`src/rtl/opspace_csr.sv`:
```
module opspace_csr #(
  parameter int NPRIV = 3,
  parameter int NVEC = 4,
  parameter bit VECTORED = 1'b1,
  parameter logic [31:0] PAGE_OK = 32'h0000_0103,
  parameter logic [127:0] ARCH_OK = 128'h0000_0000_0000_0001_0000_0000_0001_0003,
  parameter bit BE_OK = 1'b1,
  parameter logic [7:0] CUST_OK = 8'h0F,
  localparam int LW = (NPRIV > 1) ? $clog2(NPRIV) : 1,
  localparam int CW = (NVEC > 1) ? $clog2(NVEC) : 1
) (
  input  logic          clk,
  input  logic          rst_n,
  input  logic [LW-1:0] cur_lvl,
  input  logic          csr_we,
  input  logic [LW-1:0] csr_lvl,
  input  logic [1:0]    csr_sel,
  input  logic [CW-1:0] csr_idx,
  input  logic [31:0]   csr_wdata,
  output logic [31:0]   csr_rdata,
  output logic          illegal_trap,
  input  logic          trap_enter,
  input  logic          trap_return,
  input  logic [LW-1:0] trap_lvl,
  input  logic [CW-1:0] trap_cause,
  output logic          busy,
  output logic          pc_go,
  output logic [31:0]   ns_out,
  output logic          ns_changed
);

  typedef enum logic [1:0] {IDLE, STEP1, STEP2, GO} step_t;

  logic [31:0] act_q [NPRIV];
  logic [31:0] last_q [NPRIV];
  logic [31:0] tdef_q [NPRIV][NVEC];
  logic [31:0] ns_q;
  step_t       st;
  logic        ret_q;
  logic [LW-1:0] lvl_q;
  logic [CW-1:0] cause_q;

  function automatic logic holdable(input logic [31:0] v);
    if (!v[0])
      return PAGE_OK[v[5:1]] && (BE_OK || !v[6]) && (v[23:7] == '0) &&
             ((v[31:24] & ~CUST_OK) == '0);
    return ARCH_OK[v[7:1]] && (v[31:8] == '0);
  endfunction

  wire lvl_ok    = csr_lvl < NPRIV;
  wire target_ok = lvl_ok && (csr_sel != 2'd3);
  wire [CW-1:0] tix = VECTORED ? csr_idx : '0;
  wire [CW-1:0] cix = VECTORED ? cause_q : '0;
  wire wr_fire   = csr_we && !busy;
  wire req_ok    = !busy && (trap_enter || trap_return) && (trap_lvl < NPRIV);

  assign busy         = st != IDLE;
  assign pc_go        = st == GO;
  assign illegal_trap = wr_fire && !(target_ok && holdable(csr_wdata));
  assign ns_out       = (cur_lvl < NPRIV) ? act_q[cur_lvl] : '0;
  assign ns_changed   = ns_out != ns_q;

  always_comb begin
    csr_rdata = '0;
    if (lvl_ok)
      case (csr_sel)
        2'd0:    csr_rdata = act_q[csr_lvl];
        2'd1:    csr_rdata = last_q[csr_lvl];
        2'd2:    csr_rdata = tdef_q[csr_lvl][tix];
        default: csr_rdata = '0;
      endcase
  end

  always_ff @(posedge clk or negedge rst_n) begin
    if (!rst_n) begin
      for (int l = 0; l < NPRIV; l++) begin
        act_q[l]  <= '0;
        last_q[l] <= '0;
        for (int e = 0; e < NVEC; e++) tdef_q[l][e] <= '0;
      end
      ns_q    <= '0;
      st      <= IDLE;
      ret_q   <= 1'b0;
      lvl_q   <= '0;
      cause_q <= '0;
    end else begin
      ns_q <= ns_out;
      if (wr_fire && !illegal_trap)
        case (csr_sel)
          2'd0:    act_q[csr_lvl] <= csr_wdata;
          2'd1:    last_q[csr_lvl] <= csr_wdata;
          default: tdef_q[csr_lvl][tix] <= csr_wdata;
        endcase
      case (st)
        IDLE: if (req_ok) begin
          st      <= STEP1;
          ret_q   <= !trap_enter;
          lvl_q   <= trap_lvl;
          cause_q <= trap_cause;
        end
        STEP1: begin
          if (ret_q) act_q[lvl_q] <= last_q[lvl_q];
          else       last_q[lvl_q] <= act_q[lvl_q];
          st <= STEP2;
        end
        STEP2: begin
          if (ret_q) last_q[lvl_q] <= tdef_q[lvl_q][cix];
          else       act_q[lvl_q] <= tdef_q[lvl_q][cix];
          st <= GO;
        end
        default: st <= IDLE;
      endcase
    end
  end

endmodule

```
`config.mk`:
```
export PLATFORM = sky130hd
export DESIGN_NAME = opspace_csr
export DESIGN_NICKNAME = d
export VERILOG_FILES = /design/src/rtl/opspace_csr.sv
export SDC_FILE = /design/constraint.sdc
export NUM_CORES = 2
export LEC_CHECK = 0
export ABC_AREA = 1
export BUFFER_PORTS_ARGS = -buffer_cell sky130_fd_sc_hd__buf_2
export CAP_MARGIN = 15
export CORE_UTILIZATION = 50
export CTS_BUF_LIST = sky130_fd_sc_hd__clkbuf_8
export CTS_CLUSTER_SIZE = 24
export DETAILED_ROUTE_END_ITERATION = 16
export PLACE_DENSITY_LB_ADDON = 0.15
export SYNTH_ARGS = -nofsm -noshare
export SYNTH_HDL_FRONTEND = slang
export SYNTH_SLANG_ARGS = --single-unit
```
`constraint.sdc`:
```
create_clock -name clk -period 4.35 [get_ports clk]
set_clock_uncertainty 0.1 [all_clocks]
set_input_delay 1.0875 -clock clk [delete_from_list [all_inputs] [get_ports clk]]
set_output_delay 1.0875 -clock clk [all_outputs]
set_load 0.01 [all_outputs]
```
---- Word level (Yosys, flattened, before mapping) ----
Memory sizes are Yosys's and may differ from the RTL's.
Index checks and enable logic that the tools add are counted.
storage, ports and cells
  register bits ........................... 615
  output and inout port bits .............. 68
  word-level logic and storage cells ...... 139
  input port bits ......................... 49
  memories ................................ 2
  bits in read-only memories .............. 160
operators by class
  bitwise operators ....................... 6
  eq/ne operators ......................... 8
  reduce and logical (&&, ||, !) cells .... 27
  order comparisons ....................... 13
  multiplexer cells ....................... 60
memories
  memory           words  bits a word  rd ports  clocked after Yosys merged registers in  write ports  RTL line  RTL
  (no name shown)  128    1            1         0                                        0            47        return ARCH_OK[v[7:1]] && (v[31:8] == '0);
  (no name shown)  32     1            1         0                                        0            45        return PAGE_OK[v[5:1]] && (BE_OK || !v[6]) && (v[23:7] == '0) &&
operator list
  cell                  number
  $mux W96              8
  $mux W128             5
  $mux W32              19
  $bwmux W96            6
  $bmux W128 S2         2
  $bmux W32 S2          7
  $bwmux W384           1
  $pmux W96 S2          2
  $demux W128 S2        1
  $demux W32 S2         3
  $pmux W32 S3          1
  $ne A32 B32 Y1        1
  $logic_not A24 Y1     1
  $logic_not A17 Y1     1
  $ge A3 B3 Y1 const B  5
  $not A2 Y3            5
  $logic_and A1 B1 Y1   13
  $lt A3 B1 Y1 const B  3
  $logic_not A8 Y1      1
  $lt A7 B8 Y1 const B  1
  $eq A2 B2 Y1 const B  3
  $lt A2 B2 Y1 const B  3
  $lt A5 B6 Y1 const B  1
  $pmux W2 S3           1
  11 further kinds      20

---- Depth between registers and ports, before layout ----
  word-level depth ........................ 14
  mapped depth ............................ 14
  gate-level depth less buffers ........... 12

---- Least setup slack after synthesis ----
Ideal clock, no wire load.
  path kind ............................... input port to output port
  start ................................... in cur_lvl[0]
  end ..................................... out ns_changed
  path buffers ............................ 2
  setup slack ............................. 0.647 ns
  data required time ...................... 3.163 ns
  stages on the path ...................... 11
  arrival ................................. 2.515 ns
  cells stage by stage .................... buf_2 > inv_1 > buf_2 > nor2_1 > o21ai_0 > xnor2_1 > nand3_1 > nor2_1 > nand2_1 > nor2_1 > nand2_1
on the way
  cells in the longest elaborated chain, start to end .. 6
  elaborated cells on any way between the ends .. 7
  those cells by class .................... order compare (1); eq/ne (1); mux (4); bitwise (1)
RTL lines
  item                                         RTL line  RTL
  start, declared                              14        input logic [LW-1:0] cur_lvl,
  $not A2 Y3 (not written as such)             60        assign ns_out = (cur_lvl < NPRIV) ? act_q[cur_lvl] : '0;
  $bmux W32 S2                                 60
  $mux W32 (not written as such) (2 in a row)  60
  $mux W32 (*)                                 60
  via ns_out[16]                               28        output logic [31:0] ns_out,
  $ne A32 B32 Y1 (*)                           61        assign ns_changed = ns_out != ns_q;
  end, declared                                29        output logic ns_changed
Mark *: on every way through the listed nets, which the timed path passes. The rest lies on a longest branch. The select of a mux whose other input is x is not followed.

---- Worst setup path in the final report ----
  start ................................... in csr_lvl[1]
  end ..................................... out csr_rdata[8]
on the way
  cells in the longest elaborated chain, start to end .. 9
  elaborated cells on any way between the ends .. 16
  those cells by class .................... order compare (1); mux (14); bitwise (1)
RTL lines
  item                                          RTL line    RTL
  start, declared                               16          input logic [LW-1:0] csr_lvl,
  $not A2 Y3 (not written as such)              67, 68, 69
  $bmux W128 S2                                 69          2'd2: csr_rdata = tdef_q[csr_lvl][tix];
  $mux W128 (not written as such) (2 in a row)  69
  $bmux W32 S2                                  69
  $mux W32 (not written as such) (2 in a row)   69
  $pmux W32 S3                                  66          case (csr_sel)
  $mux W32 (*)                                  65          if (lvl_ok)
  end, declared                                 20          output logic [31:0] csr_rdata,
Mark *: on every way between the ends. The rest lies on a longest branch, timed or not. The select of a mux whose other input is x is not followed.

==> impl_metrics.py <==
metrics = {
    "status": {
        "outcome": "finished, final reports clean",
    },
    "job": {
        "drv_cap": 0,
    },
    "min_path": {
        "hp-class": "primary input to async pin",
    },
    "placement": {
        "dp.cells": 5699,
        "globalplace.congestion": 0.913,
        "port-buffer-count": 116,
        "dp_hpwl_mm": 83.9,
        "dpl_cell_area_mm2": 0.0373,
    },
    "synth": {
        "yosys_warnings": 0,
        "synth_cell_types": 35,
        "synthCells": 4818,
        "synth-edff-count": 0,
        "syn_area_mm2": 0.0347,
        "async_flop_share": 1.00,
        "synth_top_area_share": 0.444,
        "netlist_top_cells_count": "nand2_1 (1212), dfrtp_1 (615), o21ai_0 (601)",
        "yosysMostFrequentCell": "nand2_1",
        "ys_ff_latch": 615,
        "synth_top_area_cell": "dfrtp_1",
        "synth_ff_type": "dfrtp_1",
        "synth.area.top_cells": "dfrtp_1 (44%), nand2_1 (13%), o21ai_0 (8.7%), inv_1 (5.7%), nand3_1 (4.4%)",
        "ys_seq_area_frac": 0.444,
        "syn-num-nets": 4871,
        "syn_avg_cell_area_um2": 7.20,
    },
    "drt": {
        "wl_met2_mm": 60.3,
        "drt_iter0_drc": 4771,
        "wl_met3_mm": 17.4,
        "vias": 36100,
        "top_layer": "met5",
        "antenna_left": 0,
        "drt_pass1_iterations": 6,
        "drt-vias-per-instance": 6.12,
        "drc": 0,
        "drt-total-wl_mm": 141,
        "wl_met1_mm": 53.7,
        "wl_per_cell_um": 23.9,
    },
    "power": {
        "power_switching_mw": 11.6,
        "peakVddDrop_mv": 0.743,
        "intPower_mw": 12.4,
        "p_seq_frac": 0.308,
        "power_density_mw_per_mm2": 607,
        "combPwrFrac": 0.459,
        "clkPwrFrac": 0.233,
        "p_total_mw": 24.0,
        "p_leak_nw": 19.3,
        "swShare": 0.482,
    },
    "global_routing": {
        "grt_max_degree": 120,
        "overflow": 0,
        "grt_first_pass_wirelength_mm": 212,
        "track_usage": 0.397,
        "antenna_found_initial": 3,
        "grt_pass1_vias": 34200,
    },
    "die": {
        "floorplan.initialDensity": 0.506,
        "rows": 96,
        "floorplan.io_pins": 117,
        "core-area_mm2": 0.0686,
        "die_y_um": 265,
        "dieArea_mm2": 0.0704,
        "die_w_um": 265,
    },
    "cells_and_area": {
        "stdcell_area_mm2": 0.0396,
        "drive_above_1_share": 0.112,
        "fill_cells": 6519,
        "instances_no_fill": 5899,
        "area_growth_pct": 14.1,
        "final_nets": 4936,
        "postLayoutCoreUtil": 0.577,
    },
    "clock_network": {
        "clk_latency_ps": 750,
        "cts_root_buf": "clkbuf_8",
        "path_clk_slew_ps": 60,
        "h-tree-depth": 3,
        "numCtsBuffers": 109,
        "cts.sinks": 615,
        "cts_tree": "done",
        "cts_max_path_buffers": 3,
    },
    "timing": {
        "hold_viol": 0,
        "slew-limit-headroom": 0.204,
        "fin_tns_setup_ps": 0,
        "max_freq_mhz": 230,
        "fin_crit_ps": 4350,
        "rsz0062_at_grt": "yes",
        "setup_viol": 0,
        "finalMaxSlewViolations": 0,
        "fin_crit_sh": 1.00,
        "worstMarginPinSlew_ps": 1190,
    },
    "setup_path": {
        "worstPathMaxFanout": 19,
        "max_stage_delay_ps": 460,
        "start_kind": "primary input",
        "required_ps": 3160,
        "worstPathCellList": "buf_2 > inv_1 > nand2_4 > buf_12 > o22ai_1 > a21oi_1 > o22ai_1 > o21ai_1 > nand3_1 > buf_2",
        "cp_slowest_cell": "o21ai_1",
        "endpoint_kind": "output port",
        "path_class": "primary input to output port",
        "rr_worst_depth": 9,
        "critical_path_arrival_ps": 3160,
    },
}
## cell families after synthesis
logic type      after synthesis  share of synthesized area
simple gates               1943                      0.228
compound gates             1316                      0.217
buf+inv                     913                      0.103
flops                       615                      0.444
xor+xnor                     27                    0.00682
fa+ha+maj                     4                    0.00144
## power by group through the flow
stage                     sequential, mW  clock [mW]  combinational, mW
after floorplan                     7.19           0               6.47
after global placement              7.45           0               10.5
after detailed placement            7.46           0               10.6
after CTS                           7.37        5.64               10.6
after global routing                7.49        5.88               11.6
final                               7.40        5.60               11.0
## per-layer routing
metal	up-vias	GRT usage
met1	16900	0.528
li1	16100	-
met4	4	0.237
met5	-	0
met3	535	0.0904
met2	2570	0.590
## sequential cells by signal, indices dropped and copies added, names as in the netlist
signal	count
ret_q	1
ns_q	32
st	2
act_q	96
lvl_q	2
cause_q	2
tdef_q	384
last_q	96
## final timing paths
path	from	to	slack, ps
max	csr_lvl[1]	csr_rdata[8]	0.6
min	rst_n	tdef_q[86]	250
min reg2reg	tdef_q[26]	tdef_q[26]	390
max in group asynchronous	rst_n	last_q[2]	2950
min in group clk	tdef_q[26]	tdef_q[26]	390
max reg2reg	lvl_q[0]	last_q[7]	980
## final cells by class
class | instances | area (um2) | area share
Clock buffer | 147 | 2020 | 0.0511
Antenna cell | 1 | 2.50 | 0.0000632
Clock inverter | 48 | 228 | 0.00575
Multi-Input combinational cell | 3290 | 15900 | 0.403
Inverter | 544 | 2050 | 0.0518
Timing Repair Buffer | 323 | 2770 | 0.0700
Sequential cell | 615 | 15400 | 0.389
Tap cell | 931 | 1160 | 0.0294
## metrics by stage
step,hold WS (ps),setup slack [ps]
after floorplan,353,647
after global placement,368,-137
after detailed placement,373,-149
after CTS,228,12.9
after global routing,264,-36.6
final,247,0.636
## placed cells by master, fill, tap and decap left out, types with 115 or more instances in the layout
cell / netlist / routed
nand2_1: 1212 / 1207
dfrtp_1: 615 / 613
o21ai_0: 601 / 583
inv_1: 523 / 553
nor2_1: 343 / 332
nand3_1: 305 / 305
o21ai_1: 215 / 232
buf_4: 13 / 155
o211ai_1: 150 / 150
clkbuf_8: 0 / 147
buf_2: 82 / 115
## critical path: cells and delay by family
family / cells / cell delay (ps)
compound gates: 4 / 730
buf+inv: 4 / 730
simple gates: 2 / 590
## repair_timing
item	4_1_cts	5_1_grt
buffers inserted	0	4
resized for setup	11	15
setup endpoints to repair	9	15
endpoints found under the hold margin	0	0
hold buffers	0	0
pin swaps	0	1
Power figures use the tool's default switching activity.
